### src/rtl/dcw_pkg.sv
package dcw_pkg;

    localparam int WORD_W = 16;
    localparam logic [WORD_W-1:0] NOP_WORD = 16'h0000;

    typedef enum logic [2:0] {
        PH_IDLE,
        PH_LEAD,
        PH_HIGH,
        PH_LOW,
        PH_TAIL,
        PH_GAP
    } phase_e;

endpackage

### src/rtl/dcw_frame_build.sv
module dcw_frame_build #(
    parameter int NUM_DEV = 4,
    parameter int IDX_W   = 3
) (
    input  logic [IDX_W-1:0]                    dev_idx_i,
    input  logic [dcw_pkg::WORD_W-1:0]          word_i,
    output logic [NUM_DEV*dcw_pkg::WORD_W-1:0]  frame_o
);
    import dcw_pkg::*;

    // Slot g sits at bits [g*16 +: 16]; the top slot leaves the master first,
    // so it ends up in the farthest receiver.
    for (genvar g = 0; g < NUM_DEV; g++) begin : g_slot
        logic hit;
        assign hit = (dev_idx_i == IDX_W'(g));
        assign frame_o[g*WORD_W +: WORD_W] = hit ? word_i : NOP_WORD;
    end

endmodule

### src/rtl/dcw_phase_timer.sv
module dcw_phase_timer #(
    parameter int HALF_CYC = 9
) (
    input  logic clk,
    input  logic rst_n,
    input  logic load_i,
    output logic expire_o
);
    localparam int CNT_W = (HALF_CYC > 1) ? $clog2(HALF_CYC) : 1;
    localparam logic [CNT_W-1:0] RELOAD = CNT_W'(HALF_CYC - 1);

    typedef struct packed {
        logic [CNT_W-1:0] cnt;
    } tmr_t;

    tmr_t tmr_d, tmr_q;

    assign expire_o = (tmr_q.cnt == '0);

    always_comb begin
        tmr_d = tmr_q;
        if (load_i || expire_o) begin
            tmr_d.cnt = RELOAD;
        end else begin
            tmr_d.cnt = tmr_q.cnt - 1'b1;
        end
    end

    always_ff @(posedge clk or negedge rst_n) begin
        if (!rst_n) begin
            tmr_q <= '{cnt: RELOAD};
        end else begin
            tmr_q <= tmr_d;
        end
    end

    // the count never exceeds the reload value
    assert_timer_range_R6: assert property (@(posedge clk) disable iff (!rst_n)
        tmr_q.cnt <= RELOAD);

endmodule

### src/rtl/dcw_rx_check.sv
module dcw_rx_check #(
    parameter int TOTAL = 64
) (
    input  logic             clk,
    input  logic             rst_n,
    input  logic             arm_i,
    input  logic [TOTAL-1:0] frame_i,
    input  logic             sample_i,
    input  logic             bit_i,
    input  logic             finish_i,
    output logic             mismatch_o
);
    typedef struct packed {
        logic [TOTAL-1:0] prev;
        logic [TOTAL-1:0] cur;
        logic [TOTAL-1:0] rx;
        logic             mism;
    } rx_t;

    rx_t rx_d, rx_q;

    assign mismatch_o = rx_q.mism;

    always_comb begin
        rx_d = rx_q;
        if (arm_i) begin
            rx_d.cur = frame_i;
            rx_d.rx  = '0;
        end
        if (sample_i) begin
            rx_d.rx = {rx_q.rx[TOTAL-2:0], bit_i};
        end
        if (finish_i) begin
            rx_d.mism = (rx_q.rx != rx_q.prev);
            rx_d.prev = rx_q.cur;
        end
    end

    always_ff @(posedge clk or negedge rst_n) begin
        if (!rst_n) begin
            rx_q <= '0;
        end else begin
            rx_q <= rx_d;
        end
    end

    // the flag only moves when a frame finishes
    assert_mismatch_hold_R10: assert property (@(posedge clk) disable iff (!rst_n)
        !finish_i |=> $stable(mismatch_o));

endmodule

### src/rtl/dcw_chain_master.sv
module dcw_chain_master #(
    parameter int NUM_DEV  = 4,
    parameter int HALF_CYC = 9,
    parameter bit CHECK_EN = 1'b1
) (
    input  logic                          clk,
    input  logic                          rst_n,
    input  logic                          start_i,
    input  logic [$clog2(NUM_DEV+1)-1:0]  dev_idx_i,
    input  logic [15:0]                   word_i,
    output logic                          busy_o,
    output logic                          done_o,
    output logic                          cs_n_o,
    output logic                          sclk_o,
    output logic                          mosi_o,
    input  logic                          miso_i,
    output logic                          mismatch_o
);
    import dcw_pkg::*;

    localparam int IDX_W  = $clog2(NUM_DEV + 1);
    localparam int TOTAL  = NUM_DEV * WORD_W;
    localparam int BCNT_W = $clog2(TOTAL + 1);
    localparam logic [BCNT_W-1:0] LAST_BIT = BCNT_W'(TOTAL);

    typedef struct packed {
        phase_e            phase;
        logic [TOTAL-1:0]  sh;
        logic [BCNT_W-1:0] sent;
        logic              cs_n;
        logic              sclk;
        logic              mosi;
        logic              done;
    } mst_t;

    mst_t st_d, st_q;

    logic [TOTAL-1:0] frame;
    logic             expire;
    logic             accept;
    logic             rise;
    logic             finish;

    dcw_frame_build #(
        .NUM_DEV (NUM_DEV),
        .IDX_W   (IDX_W)
    ) u_frame (
        .dev_idx_i (dev_idx_i),
        .word_i    (word_i),
        .frame_o   (frame)
    );

    dcw_phase_timer #(
        .HALF_CYC (HALF_CYC)
    ) u_timer (
        .clk      (clk),
        .rst_n    (rst_n),
        .load_i   (accept),
        .expire_o (expire)
    );

    always_comb begin
        st_d      = st_q;
        st_d.done = 1'b0;
        accept    = 1'b0;
        rise      = 1'b0;
        finish    = 1'b0;
        unique case (st_q.phase)
            PH_IDLE: begin
                if (start_i) begin
                    accept     = 1'b1;
                    st_d.phase = PH_LEAD;
                    st_d.sh    = frame;
                    st_d.sent  = '0;
                    st_d.cs_n  = 1'b0;
                end
            end
            PH_LEAD, PH_LOW: begin
                if (expire) begin
                    rise       = 1'b1;
                    st_d.phase = PH_HIGH;
                    st_d.sclk  = 1'b1;
                    st_d.mosi  = st_q.sh[TOTAL-1];
                    st_d.sh    = {st_q.sh[TOTAL-2:0], 1'b0};
                    st_d.sent  = st_q.sent + 1'b1;
                end
            end
            PH_HIGH: begin
                if (expire) begin
                    st_d.sclk  = 1'b0;
                    st_d.phase = (st_q.sent == LAST_BIT) ? PH_TAIL : PH_LOW;
                end
            end
            PH_TAIL: begin
                if (expire) begin
                    st_d.cs_n  = 1'b1;
                    st_d.mosi  = 1'b0;
                    st_d.phase = PH_GAP;
                end
            end
            PH_GAP: begin
                if (expire) begin
                    finish     = 1'b1;
                    st_d.done  = 1'b1;
                    st_d.phase = PH_IDLE;
                end
            end
            default: st_d.phase = PH_IDLE;
        endcase
    end

    always_ff @(posedge clk or negedge rst_n) begin
        if (!rst_n) begin
            st_q <= '{phase: PH_IDLE, sh: '0, sent: '0, cs_n: 1'b1,
                      sclk: 1'b0, mosi: 1'b0, done: 1'b0};
        end else begin
            st_q <= st_d;
        end
    end

    assign busy_o = (st_q.phase != PH_IDLE);
    assign done_o = st_q.done;
    assign cs_n_o = st_q.cs_n;
    assign sclk_o = st_q.sclk;
    assign mosi_o = st_q.mosi;

    if (CHECK_EN) begin : g_rx
        dcw_rx_check #(
            .TOTAL (TOTAL)
        ) u_rx (
            .clk        (clk),
            .rst_n      (rst_n),
            .arm_i      (accept),
            .frame_i    (frame),
            .sample_i   (rise),
            .bit_i      (miso_i),
            .finish_i   (finish),
            .mismatch_o (mismatch_o)
        );
    end else begin : g_no_rx
        assign mismatch_o = 1'b0;
    end

    // Checker state: falling edges counted inside the chip-select window
    logic              sclk_prev;
    logic [BCNT_W-1:0] fall_cnt;

    always_ff @(posedge clk or negedge rst_n) begin
        if (!rst_n) begin
            sclk_prev <= 1'b0;
            fall_cnt  <= '0;
        end else begin
            sclk_prev <= sclk_o;
            if (cs_n_o) begin
                fall_cnt <= '0;
            end else if (sclk_prev && !sclk_o) begin
                fall_cnt <= fall_cnt + 1'b1;
            end
        end
    end

    assert_frame_len_R2: assert property (@(posedge clk) disable iff (!rst_n)
        $rose(cs_n_o) |-> (fall_cnt == LAST_BIT));

    assert_sclk_idle_R5: assert property (@(posedge clk) disable iff (!rst_n)
        cs_n_o |-> !sclk_o);

    assert_mosi_hold_R5: assert property (@(posedge clk) disable iff (!rst_n)
        $fell(sclk_o) |-> $stable(mosi_o));

    assert_done_end_R7: assert property (@(posedge clk) disable iff (!rst_n)
        done_o |-> (!busy_o && $past(busy_o) && cs_n_o));

    assert_done_pulse_R7: assert property (@(posedge clk) disable iff (!rst_n)
        done_o |=> !done_o);

endmodule

### config.mk
export PLATFORM = sky130hd
export DESIGN_NAME = dcw_chain_master
export DESIGN_NICKNAME = d
export VERILOG_FILES = /design/src/rtl/dcw_pkg.sv /design/src/rtl/dcw_frame_build.sv /design/src/rtl/dcw_phase_timer.sv /design/src/rtl/dcw_rx_check.sv /design/src/rtl/dcw_chain_master.sv
export SDC_FILE = /design/constraint.sdc
export NUM_CORES = 1
export LEC_CHECK = 0
export BUFFER_PORTS_ARGS = -buffer_cell sky130_fd_sc_hd__buf_2
export CORE_ASPECT_RATIO = 1.75
export CORE_MARGIN = 1
export CORE_UTILIZATION = 25
export DETAILED_ROUTE_END_ITERATION = 8
export MAX_ROUTING_LAYER = met4
export PLACE_DENSITY_LB_ADDON = 0.25
export SYNTH_ARGS = -nofsm -noshare
export SYNTH_HDL_FRONTEND = slang
export SYNTH_SLANG_ARGS = --single-unit
### constraint.sdc
create_clock -name clk -period 4.4 [get_ports clk]
set_input_delay 0.88 -clock clk [delete_from_list [all_inputs] [get_ports clk]]
set_output_delay 0.88 -clock clk [all_outputs]
set_load 0.05 [all_outputs]
==> flow_summary.toml <==
[status]
outcome = "finished, final reports clean"

[place]
portBuffers = 28
place_hpwl_um = 20700
globalplace.congestion = 0.745
place_ws_ns = 1.70
dp_cells = 1643
dpl_cell_area_um2 = 12400

[timing]
finalCritPeriodShare_pct = 61.3
rsz0062_at_grt = "no"
fmax_ghz = 0.371
max_slew_margin_pct = 25.5
finalMaxSlewViolations = 0
hold_viol = 0
setup_tns_ns = 0
fin_crit_ns = 2.70
fin_skew_ns = 0.0227
setup_ws_ns = 1.70
finalSetupViolCount = 0
worst_hold_slack_ns = 0.402
tightest_slew_ns = 1.12

[die]
dieArea_um2 = 47300
die_h_um = 287
core_region_area_um2 = 45900
die-width_um = 165
ios = 29
initial_utilization_pct = 25.3
rows = 104

[layout]
utilization_pct = 28.9
final_common_cell = "dfrtp_1"
drive_above_1_share_pct = 14.0
nets = 1114
finalNonFillerCells = 1686
syn_to_final_growth_pct = 14.3
layout_common_cells = "dfrtp_1 (273), nand2_1 (204), o21ai_0 (124), nor2_1 (76), a21oi_1 (68)"
final_area_um2 = 13300
diodes = 0
fillers = 4805

[critical_path]
rrSetupSlack_ns = 1.94
worstSetupPathType = "flop to primary output"
crit_chain = "or3_1 -> buf_2"
startpoint_type = "flop"
critPathSlowestCell = "dfrtp_1"
crit_fanout = 18
critPathArrivalTime_ns = 1.82
r2r-start = "u_timer.tmr_q[0]$_DFF_PN0_"
worstSetupStartpoint = "st_q[77]$_DFFE_PN0P_"
cp-end-kind = "primary output"
slowest_delay_ns = 0.60
path_delay_family = "flip-flops"
reg2reg_depth = 6
cp.depth = 2
required_ns = 3.52
critical_path_buf_inv_count = 1

[clock_tree]
cts_root_buf = "clkbuf_16"
cts_buffers = 25
clk_pin_slew_ns = 0.07
cts_sinks = 275
cts_hold_buf = 0
post_cts_buffers = 0
clk_path_buf_depth = 3
cts_tree = "built"
clkLatencyLatePin_ns = 0.55
htreeDepth = 1
cts_resized = 0

[power]
p_total_mw = 5.13
p_per_area_nw_per_um2 = 387
power.leakage_nw = 6.06
vdd_ir_drop_max_uv = 353

[synth]
synth_cell_types = 38
synth_top_family_by_area = "compound AO/OA/AOI/OAI gates"
synth_xor_area_share_pct = 5.36
yosysWarnings = 0
synth_seq_area_share_pct = 59.3
synth_area_leaders = "dfrtp_1 (59%), nand2_1 (6.6%), mux2_2 (6.2%)"
synth.avg_cell_area_um2 = 10.6
synth_top_area_share_pct = 58.9
synth-edff-count = 0
synth_mux_area_share_pct = 6.21
async_flop_share_pct = 100
ys_ff_latch = 275
ys.flop_type = "dfrtp_1"
synth_fa_ha_area_share_pct = 0.431
netlist_instances = 1092
synth.net_count = 1119
synth_area_um2 = 11600
synthSimpleGateAreaFrac_pct = 11.9
synth_compound_area_share_pct = 13.9
synth_largest_area_cell = "dfrtp_1"

[grt]
antenna_found_initial = 0
gr-total-overflow = 0
grt_max_degree = 128
grt_pass1_vias = 7925
grt_pass1_wl_um = 48000
grt_use_total_pct = 13.8

[route]
top_layer_used = "met4"
route.met3.wl_um = 755
wl_um = 30300
wl_met2_um = 16400
ant_nets = 0
vias = 7758
first_pass_iters = 5
routedWlPerCell_um = 18.0
drt_iter0_markers = 366
viasPerCell = 4.60
met1_length_um = 12300
post-route-drc-count = 0

[worst_hold_path]
holdCritPathClass = "input pin to async pin"

[run]
maxCapViolCount = 0
[metal layers]
layer | GRT usage (%) | vias to the layer above
li1 | - | 3740
met1 | 15.9 | 3870
met2 | 24.6 | 111
met3 | 1.34 | 37
met4 | 4.47 | 0
met5 | - | -
[worst register-to-register path: stages, from the launching register on]
cell and delay [ns]:
dfrtp_1 0.38, inv_1 0.07, ha_1 0.23, nand4bb_1 0.24
a21o_4 0.64, buf_12 0.53, o21ai_0 0.22
[sequential cells by signal, summed over array words and instances, names as in the netlist]
| signal | cells |
|---|---|
| done_o | 1 |
| mosi_o | 1 |
| cs_n_o | 1 |
| sclk_o | 1 |
| st_q | 74 |
| g_rx.u_rx.rx_q | 192 |
| u_timer.tmr_q | 4 |
| g_rx.u_rx.mismatch_o | 1 |
[path summary, 6_finish.rpt]
kind	endpoint
min	g_rx.u_rx.rx_q[43]$_DFFE_PN0P_
max	busy_o
min in group clk	g_rx.u_rx.rx_q[70]$_DFFE_PN0P_
min reg2reg	g_rx.u_rx.rx_q[70]$_DFFE_PN0P_
max reg2reg	st_q[54]$_DFFE_PN0P_
max in group asynchronous	u_timer.tmr_q[3]$_DFF_PN1_
[final cells by class]
class                   instances  area (um2)  area share [%]
clock buffers                  34         729            5.50
repair buffers                 39         283            2.13
multi-input cells             740        4440            33.5
flip-flops and latches        275        6880            51.9
clock inverters                 9         174            1.31
inverters                       6        22.5           0.170
well taps                     583         729            5.50
[kinds of logic after synthesis]
kind of cell,after synthesis
multiplexers,64
adder cells (fa/ha/maj),4
buffers and inverters,77
XOR/XNOR,71
flip-flops,275
AND/OR/NAND/NOR,332
AO/OA/AOI/OAI,269
[cell usage after synthesis, types with 2 or more instances]
cell,count
buf_4,3
nand2_1,204
clkbuf_1,53
buf_6,2
a21oi_1,68
nor2_1,76
xor2_1,21
nand4_1,16
o21ai_1,6
nand2b_1,2
dfrtp_1,273
o21ai_0,124
a22o_1,64
ha_1,4
inv_1,6
dfstp_2,2
xnor2_1,50
a21o_1,2
nor3b_2,2
nor4_1,8
nand3_1,8
buf_2,13
mux2_2,64
nor3_1,6
or3_1,2
[where the power goes]
| group | leakage, nW | switching, mW | total (mW) | internal [mW] |
|---|---|---|---|---|
| registers | 3.79 | 0.0157 | 2.57 | 2.55 |
| clock network | 0.448 | 0.970 | 2.42 | 1.45 |
| logic | 1.83 | 0.111 | 0.146 | 0.0351 |
Power figures use the tool's default switching activity.
